==> src/rtl/paged_rom_pkg.sv <==
package paged_rom_pkg;
  localparam int unsigned DATA_W = 8;
  localparam int unsigned SEL_W  = 2;

  // XOR of the four bytes of a word: content of the ROM model
  function automatic logic [7:0] fold_bytes(input logic [31:0] v);
    return v[7:0] ^ v[15:8] ^ v[23:16] ^ v[31:24];
  endfunction
endpackage

==> src/rtl/prom_addr_decode.sv <==
module prom_addr_decode #(
  parameter int unsigned SEL_W = 2
) (
  input  logic [SEL_W-1:0] sel_i,
  output logic             win_o,
  output logic             ram_o
);
  always_comb begin
    win_o = (sel_i == '0);
    ram_o = !win_o;
  end
endmodule

==> src/rtl/prom_page_reg.sv <==
module prom_page_reg #(
  parameter int unsigned PAGE_BITS = 2
) (
  input  logic                 clk_i,
  input  logic                 rst_ni,
  input  logic                 load_i,
  input  logic [PAGE_BITS-1:0] page_i,
  output logic [PAGE_BITS-1:0] page_o
);
  always_ff @(posedge clk_i or negedge rst_ni) begin
    if (!rst_ni)     page_o <= '0;
    else if (load_i) page_o <= page_i;
  end
endmodule

==> src/rtl/prom_page_onehot.sv <==
module prom_page_onehot #(
  parameter int unsigned PAGE_BITS = 2,
  localparam int unsigned NUM_PAGES = 1 << PAGE_BITS
) (
  input  logic [PAGE_BITS-1:0] page_i,
  input  logic                 en_i,
  output logic [NUM_PAGES-1:0] onehot_o
);
  for (genvar g = 0; g < NUM_PAGES; g++) begin : g_pg
    assign onehot_o[g] = en_i && (page_i == PAGE_BITS'(g));
  end
endmodule

==> src/rtl/prom_rom_model.sv <==
module prom_rom_model
  import paged_rom_pkg::*;
#(
  parameter int unsigned EXT_W = 16
) (
  input  logic [EXT_W-1:0]  ext_addr_i,
  input  logic              oe_i,
  output logic [DATA_W-1:0] rdata_o
);
  logic [31:0] wide;
  always_comb begin
    wide    = 32'(ext_addr_i);
    rdata_o = oe_i ? fold_bytes(wide) : '0;
  end
endmodule

==> src/rtl/paged_rom_ctrl.sv <==
module paged_rom_ctrl
  import paged_rom_pkg::*;
#(
  parameter int unsigned ADDR_W    = 16,
  parameter int unsigned PAGE_BITS = 2,
  localparam int unsigned WIN_W     = ADDR_W - SEL_W,
  localparam int unsigned NUM_PAGES = 1 << PAGE_BITS,
  localparam int unsigned EXT_W     = PAGE_BITS + WIN_W
) (
  input  logic                 clk_i,
  input  logic                 rst_ni,
  input  logic [ADDR_W-1:0]    addr_i,
  input  logic [DATA_W-1:0]    wdata_i,
  input  logic                 rd_ni,
  input  logic                 wr_ni,
  output logic                 rom_ce_o,
  output logic                 ram_ce_o,
  output logic [NUM_PAGES-1:0] page_en_o,
  output logic [EXT_W-1:0]     rom_addr_o,
  output logic                 rom_oe_o,
  output logic [DATA_W-1:0]    rom_rdata_o
);
  logic                 win;
  logic                 page_load;
  logic [PAGE_BITS-1:0] page;
  logic                 unused_hi;

  assign unused_hi = ^wdata_i[DATA_W-1:PAGE_BITS];

  prom_addr_decode #(.SEL_W(SEL_W)) u_dec (
    .sel_i (addr_i[ADDR_W-1 -: SEL_W]),
    .win_o (win),
    .ram_o (ram_ce_o)
  );

  // a write into the read-only window is the page command
  assign page_load = win && !wr_ni;

  prom_page_reg #(.PAGE_BITS(PAGE_BITS)) u_page (
    .clk_i  (clk_i),
    .rst_ni (rst_ni),
    .load_i (page_load),
    .page_i (wdata_i[PAGE_BITS-1:0]),
    .page_o (page)
  );

  prom_page_onehot #(.PAGE_BITS(PAGE_BITS)) u_oh (
    .page_i   (page),
    .en_i     (win),
    .onehot_o (page_en_o)
  );

  assign rom_ce_o   = win;
  assign rom_addr_o = {page, addr_i[WIN_W-1:0]};
  // ROM stays off the bus during any write
  assign rom_oe_o   = win && !rd_ni && wr_ni;

  prom_rom_model #(.EXT_W(EXT_W)) u_rom (
    .ext_addr_i (rom_addr_o),
    .oe_i       (rom_oe_o),
    .rdata_o    (rom_rdata_o)
  );
endmodule

==> config.mk <==
export PLATFORM = sky130hd
export DESIGN_NAME = paged_rom_ctrl
export DESIGN_NICKNAME = d
export VERILOG_FILES = /design/src/rtl/paged_rom_pkg.sv /design/src/rtl/prom_addr_decode.sv /design/src/rtl/prom_page_reg.sv /design/src/rtl/prom_page_onehot.sv /design/src/rtl/prom_rom_model.sv /design/src/rtl/paged_rom_ctrl.sv
export SDC_FILE = /design/constraint.sdc
export NUM_CORES = 1
export LEC_CHECK = 0
export ABC_AREA = 0
export ABC_CLOCK_PERIOD_IN_PS = 810
export BUFFER_PORTS_ARGS = -buffer_cell sky130_fd_sc_hd__buf_2
export CAP_MARGIN = 20
export CORE_MARGIN = 2
export CORE_UTILIZATION = 24
export DETAILED_ROUTE_END_ITERATION = 10
export PLACE_DENSITY = 0.73
export RECOVER_POWER = 25
export SLEW_MARGIN = 25
export SYNTH_ARGS = -nofsm -noshare
export SYNTH_HDL_FRONTEND = slang
export SYNTH_HIERARCHICAL = 1
export SYNTH_SLANG_ARGS = --single-unit
==> constraint.sdc <==
create_clock -name clk_i -period 0.81 [get_ports clk_i]
set_input_delay 0.081 -clock clk_i [delete_from_list [all_inputs] [get_ports clk_i]]
set_output_delay 0.081 -clock clk_i [all_outputs]
set_load 0.05 [all_outputs]
======== After elaboration in Yosys (flattened, before gate mapping) ========
Index checks and enable logic that the tools add are counted.
word-level totals
  output and inout bits ................... 31
  logic and storage cells ................. 18
  register bits after elaboration ......... 2
  input port bits ......................... 28
operators by class
  bitwise logic cells ..................... 1
  reduce and logical (&&, ||, !) cells .... 12
  mux-type cells .......................... 1
  eq/ne operators ......................... 3
operator list
  operator            number
  $mux 8              1
  $xor 8x8->8         1
  $logic_and 1x1->1   7
  $eq 2x2->1 const B  2
  $logic_not 2->1     2
  $logic_not 1->1     3
  $eq 2x1->1 const B  1

======== Depth between registers and ports, before layout ========
Gate-level depths: netlist of run 1.
  depth after elaboration ................. 4
  gate-level depth with buffers ........... 3
  gate-level depth less buffers ........... 3

======== Cells and area by module ========
The synthesis of run 1 kept the hierarchy.
modules (own cells, without submodules)
  module            area an instance (µm²)  cells an instance  times used
  paged_rom_ctrl    123.9                   16                 1
  prom_rom_model    120.1                   16                 1
  prom_page_reg     72.6                    4                  1
  prom_page_onehot  37.5                    4                  1
  prom_addr_decode  10.0                    2                  1

======== Worst setup path after synthesis of run 1 ========
No wires, ideal clock.
  path kind ............................... in2out
  start point ............................. input addr_i[15]
  end point ............................... output rom_rdata_o[0]
  data arrival time ....................... 1.871 ns
  path slack .............................. -1.142 ns
  stages on the path ...................... 3
  path buffers ............................ 0
  required time ........................... 0.729 ns
  path through ............................ nor2_1 and3b_2 and2_1
on the way
  cells in the longest elaborated chain, start to end .. 4
ends and longest elaborated chain
  what                             line                   text
  start: declaration               paged_rom_ctrl.sv:12   input logic [ADDR_W-1:0] addr_i,
  $logic_not 2->1                  prom_addr_decode.sv:9  win_o = (sel_i == '0);
  $logic_and 1x1->1 (2 in series)  paged_rom_ctrl.sv:56   assign rom_oe_o = win && !rd_ni && wr_ni;
  via rom_oe_o                     paged_rom_ctrl.sv:20   output logic rom_oe_o,
  $mux 8                           prom_rom_model.sv:13   rdata_o = oe_i ? fold_bytes(wide) : '0;
  end: declaration                 paged_rom_ctrl.sv:21   output logic [DATA_W-1:0] rom_rdata_o
The timed path passes the listed nets, and every way through them passes these cells.

======== Worst setup path after layout of run 1 ========
  start point ............................. register u_page.page_o[0]
  end point ............................... output rom_rdata_o[6]
on the way
  cells in the longest elaborated chain, start to end .. 2
ends and longest elaborated chain
  what                      line                  text
  start: declaration        prom_page_reg.sv:8    output logic [PAGE_BITS-1:0] page_o
  start signal: assignment  prom_page_reg.sv:12   else if (load_i) page_o <= page_i;
  $xor 8x8->8               paged_rom_pkg.sv:7    return v[7:0] ^ v[15:8] ^ v[23:16] ^ v[31:24];
  $mux 8                    prom_rom_model.sv:13
No other way between the ends.

==> flow_summary.toml, run 1 <==
[status]
status = "finished with violations"
violations = "setup timing"

[timing]
holdWs_ps = 86.6
slew_headroom = 0.818
hold_viol = 0
worst_slew_pin_slew_ps = 274
finalCritPeriodShare = 1.49
setup-violations-final = 17
fin_ws_ps = -396
min_period_ps = 1210
final_max_slew_viol_count = 0
skew_ps = 0
max_freq_mhz = 829
rsz0062_at_grt = "yes"

[floorplan]
dieHeight_microns = 43.0
fp.dieW_microns = 43.0
core_area_sq_um = 1470
pin_count = 59
placementRows = 14
die_area_sq_um = 1840
start_util = 0.247

[global_routing]
grt_max_degree = 7
overflow = 0
grt.total_usage = 0.151
grt_pass1_vias = 518
grt_pass1_wl_mm = 2.08
antenna_found_initial = 0

[synth]
seq_area_frac_synth = 0.137
synthesis.area_sq_um = 364
syn-num-nets = 70
yosysWarnings = 6
netlist_instances = 42
synth_seq_cells = 2
synth_cell_type_count = 12
synth.avg_cell_area_sq_um = 8.67

[worst_setup_path]
path_class = "reg -> out"
cp-end-kind = "output port"
critical_path_buf_inv_count = 1
cpLargestDelayFamily = "flip-flops"
worst_setup_path_start_kind = "flop"
arrival_ps = 1120
slowest_delay_ps = 440
required_ps = 730
path_cells = "xor2_1, and2_4, buf_8"
slowest_stage = "dfrtp_2"
crit_path_max_fanout = 6

[cts]
cts_tree = "yes"
cts_buffers = 3
clockRootBuffer = "clkbuf_4"
htreeDepth = 1
path_clk_slew_ps = 30
clk_latency_ps = 220
clockBufferDepth = 2
clock-sinks = 2

[final_layout]
final_area_sq_um = 837
final_cells = 107
area_delta_synth_final_pct = 130
fin_nets = 121
regMostFlops = "u_page/page_o"
layout-drive-gt1-share = 0.879
largestRegisters = "u_page/page_o (2)"
largest_reg_flops = 2
antennaDiodeCount = 0

[worst_hold_path]
min_path_type = "in -> reg"

[drt]
vias = 471
finalWirelength_mm = 1.25
via_per_inst = 4.40
drtPass1Iterations = 2
detail_route.iter0.violations = 2
wl_per_cell_microns = 11.7
drc = 0
final_antenna_net_count = 0

[placed_design]
place.gp.congestion = 0.643
placed_cell_area_sq_um = 603
port_buffers = 52
place_inst = 98
post-place-ws_ps = -261

[job]
cap_viol_max_count = 0

[power]
p_leak_nw = 0.454
ir_drop_uv = 906
power_density_nw_per_um2 = 1340
==> routing by layer <==
metal,part of all wire,vias up,global-route usage
met3,0.12,4,0.0596
met1,0.31,206,0.123
met2,0.54,38,0.294
met4,0.031,0,0.0909
met5,0,-,0
li1,-,223,-
==> worst paths after layout <==
path	to	slack, ps	cells past startpoint	startpoint
worst min register to register	u_page/page_o[1]	710	2	u_page/page_o[1]
worst min-delay path	u_page/page_o[1]	90	2	wdata_i[1]
worst max register to register	u_page/page_o[0]	-270	3	u_page/page_o[0]
min in group asynchronous	u_page/page_o[1]	170	2	rst_ni
worst max-delay path	rom_rdata_o[6]	-400	3	u_page/page_o[0]
max in group asynchronous	u_page/page_o[0]	490	2	rst_ni
==> final cells by class <==
type                    instances  area [sq um]
clock buffers                   3          22.5
multi-input cells              27           265
flip-flops and latches          2          52.6
repair buffers                 59           477
well taps                      16          20.0
fillers                       141           634
==> cell usage in the layout (no fill, tap or decap) <==
master          n
and2_4          8
buf_12          1
mux2_4          2
clkbuf_1        1
xor2_1          8
and3b_2         3
buf_4           4
and3_2          1
nor3b_4         1
nor2_4          1
dfrtp_2         2
or2_1           1
clkbuf_4        3
buf_8           9
and2b_2         1
clkbuf_2        2
and3b_4         1
buf_2          31
buf_6          10
dlygate4sd3_1   1
==> power breakdown <==
| group | leakage (nW) | total [W] | internal (W) | switching (W) |
|---|---|---|---|---|
| clock | 0.0138 | 0.000221 | 0.000164 | 0.0000579 |
| sequential | 0.0216 | 0.000161 | 0.000124 | 0.0000374 |
| combinational | 0.419 | 0.000742 | 0.000309 | 0.000432 |
==> logic make-up after synthesis <==
family                 count (synthesis)  share of synthesized area
flip-flops                             2                      0.137
XOR/XNOR                               8                      0.192
buffers and inverters                 14                      0.289
AND/OR/NAND/NOR                       16                      0.320
multiplexers                           2                     0.0619
==> Yosys cell counts <==
cell,count,area share
buf_4,14,0.29
and2_1,8,0.14
xor2_1,8,0.19
and3b_1,2,0.048
dfrtp_1,2,0.14
mux2_2,2,0.062
and2b_2,1,0.024
and3_2,1,0.021
and3b_2,1,0.027
nor2_1,1,0.010
nor3b_2,1,0.034
or2_1,1,0.017
==> through the flow <==
| step | util | total power (W) | setup TNS, ps |
|---|---|---|---|
| after floorplan | - | 0.000624 | -4570 |
| after global placement | 0.410 | 0.000740 | -3240 |
| after detailed placement | 0.410 | 0.000747 | -3370 |
| after CTS | 0.554 | 0.00111 | -3710 |
| after global routing | 0.569 | 0.00120 | -4500 |
| final | 0.569 | 0.00112 | -3790 |
==> timing repair <==
item	4_1_cts	5_1_grt
pin swaps	6	5
cloned	1	0
setup buffers	3	2
hold buffers	1	0
endpoints found under the setup margin	17	18
hold endpoints to repair	2	0
gates resized for setup	44	5
Power figures use the tool's default switching activity.
==> run 2: changes to the inputs <==
--- a/config.mk
+++ b/config.mk
@@ -9,7 +9,7 @@
 export ABC_CLOCK_PERIOD_IN_PS = 810
 export BUFFER_PORTS_ARGS = -buffer_cell sky130_fd_sc_hd__buf_2
 export CAP_MARGIN = 20
-export CORE_MARGIN = 2
+export CORE_MARGIN = 10
 export CORE_UTILIZATION = 24
 export DETAILED_ROUTE_END_ITERATION = 10
 export PLACE_DENSITY = 0.73
==> run 2 against run 1 <==
- the flow still finishes with violations (setup timing)
- critical path type unchanged
- worst setup slack got worse by 14 ps
- clock-buffer cell count did not move
- register-to-register slack barely moved
- clock power rose by 11%
- non-clock buffer count did not move
- first-iteration DRC count rose by 100%
- utilization rose by 2.9 points
- die area rose by 88%
==> flow_summary.toml, run 2 (synthesis gave the netlist of run 1 again) <==
[placed_design]
detailed_place_hpwl_mm = 1.20
port_buffers = 52
placed_cell_area_sq_um = 602
place.gp.congestion = 0.678
post-place-ws_ps = -268

[cts]
clockBufferDepth = 2
cts_tree = "yes"
htreeDepth = 1
clk_latency_ps = 240
clockRootBuffer = "clkbuf_4"
clock-sinks = 2
cts_buffers = 3
path_clk_slew_ps = 30

[worst_setup_path]
crit_start = "u_page/page_o[1]"
r2r_slack_ps = -280
arrival_ps = 1140
rr_worst_depth = 3
crit_path_max_fanout = 7
required_ps = 730
r2r_end = "u_page/page_o[0]"
path_class = "reg -> out"
reg2reg_from = "u_page/page_o[0]"
cp-end-kind = "output port"
worst_setup_path_start_kind = "flop"

[timing]
skew_ps = 0
holdWs_ps = 74.3
worst_slew_pin_slew_ps = 279
final_max_slew_viol_count = 0
hold_viol = 0
fin_ws_ps = -410
rsz0062_at_grt = "yes"
slew_headroom = 0.815
finalCritPeriodShare = 1.51
setup_tns_ps = -3860
max_freq_mhz = 820
setup-violations-final = 17
min_period_ps = 1220

[worst_hold_path]
holdPathEnd = "u_page/page_o[0]"
whs_path_depth = 2
min_path_type = "in -> reg"
hp-start = "wdata_i[0]"

[global_routing]
overflow = 0
antenna_found_initial = 0
grt_pass1_vias = 547
grt_max_degree = 8
grt_pass1_wl_mm = 2.50
grt.total_usage = 0.0939

[drt]
final_antenna_net_count = 0
detail_route.iter0.violations = 4
wl_per_cell_microns = 15.6
via_per_inst = 4.30
vias = 456
finalWirelength_mm = 1.66
drc = 0
drtPass1Iterations = 2

[floorplan]
start_util = 0.266
fp.dieW_microns = 59.0
core_area_sq_um = 1370
pin_count = 59
placementRows = 13
die_area_sq_um = 3480
dieHeight_microns = 59.0

[status]
status = "finished with violations"
violations = "setup timing"

[final_layout]
largestRegisters = "u_page/page_o (2)"
antennaDiodeCount = 0
final_cell_mix = "buf_2 (32), buf_6 (9), buf_8 (9)"
fin_nets = 121
area_delta_synth_final_pct = 124
fin_util = 0.598
layout-drive-gt1-share = 0.879
largest_reg_flops = 2
final_area_sq_um = 817
regMostFlops = "u_page/page_o"
layout_commonest_cell = "buf_2"

[power]
power_density_nw_per_um2 = 1390
ir_drop_uv = 1420
p_leak_nw = 0.448

[job]
cap_viol_max_count = 0
[run 2: worst max path at each step]
stage                     endpoint  slack (ps)  cells after the start
global route        rom_rdata_o[7]        -450                      3
detailed placement  rom_rdata_o[6]        -270                      3
floorplan           rom_rdata_o[0]        -370                      3
finish              rom_rdata_o[7]        -410                      3
global placement    rom_rdata_o[6]        -260                      5
CTS                 rom_rdata_o[6]        -400                      3
[run 2: area by class of cell]
class | instances | area (sq um)
clock buffer | 3 | 22.5
fill | 123 | 549
multi-input combinational | 27 | 265
sequential | 2 | 52.6
tap | 15 | 18.8
timing repair buffer | 59 | 458
[run 2: what timing repair did]
| item | 4_1_cts | 5_1_grt |
|---|---|---|
| resized for setup | 41 | 3 |
| hold buffers | 1 | 0 |
| buffers inserted | 2 | 2 |
| pin swaps | 7 | 3 |
| hold endpoints to repair | 2 | 0 |
| endpoints found under the setup margin | 17 | 17 |
| gates cloned | 1 | 0 |
[run 2: worst max-delay path, cell delays in order (launching register included)]
cell     delay, ps
dfrtp_2        460
xor2_1         160
and2_4         150
buf_8          140
[run 2: metal layers]
metal	wire, microns	vias up	GRT usage
met5	0	-	0
met4	42	0	0.0689
met3	296	4	0.0687
met2	780	39	0.155
met1	537	193	0.0756
li1	-	220	-
[run 2: stage by stage]
stage                     power (W)  instances
after detailed placement   0.000755         97
after CTS                   0.00111        104
final                       0.00113        106
after global routing        0.00120        106
after global placement     0.000748         97
after floorplan            0.000624         42
[run 2: power by group]
part           internal [W]  total (W)  switching, W  leakage [nW]
clock              0.000165   0.000246     0.0000801        0.0138
sequential         0.000124   0.000168     0.0000443        0.0216
combinational      0.000289   0.000719      0.000429         0.413
total              0.000578    0.00113      0.000554         0.448
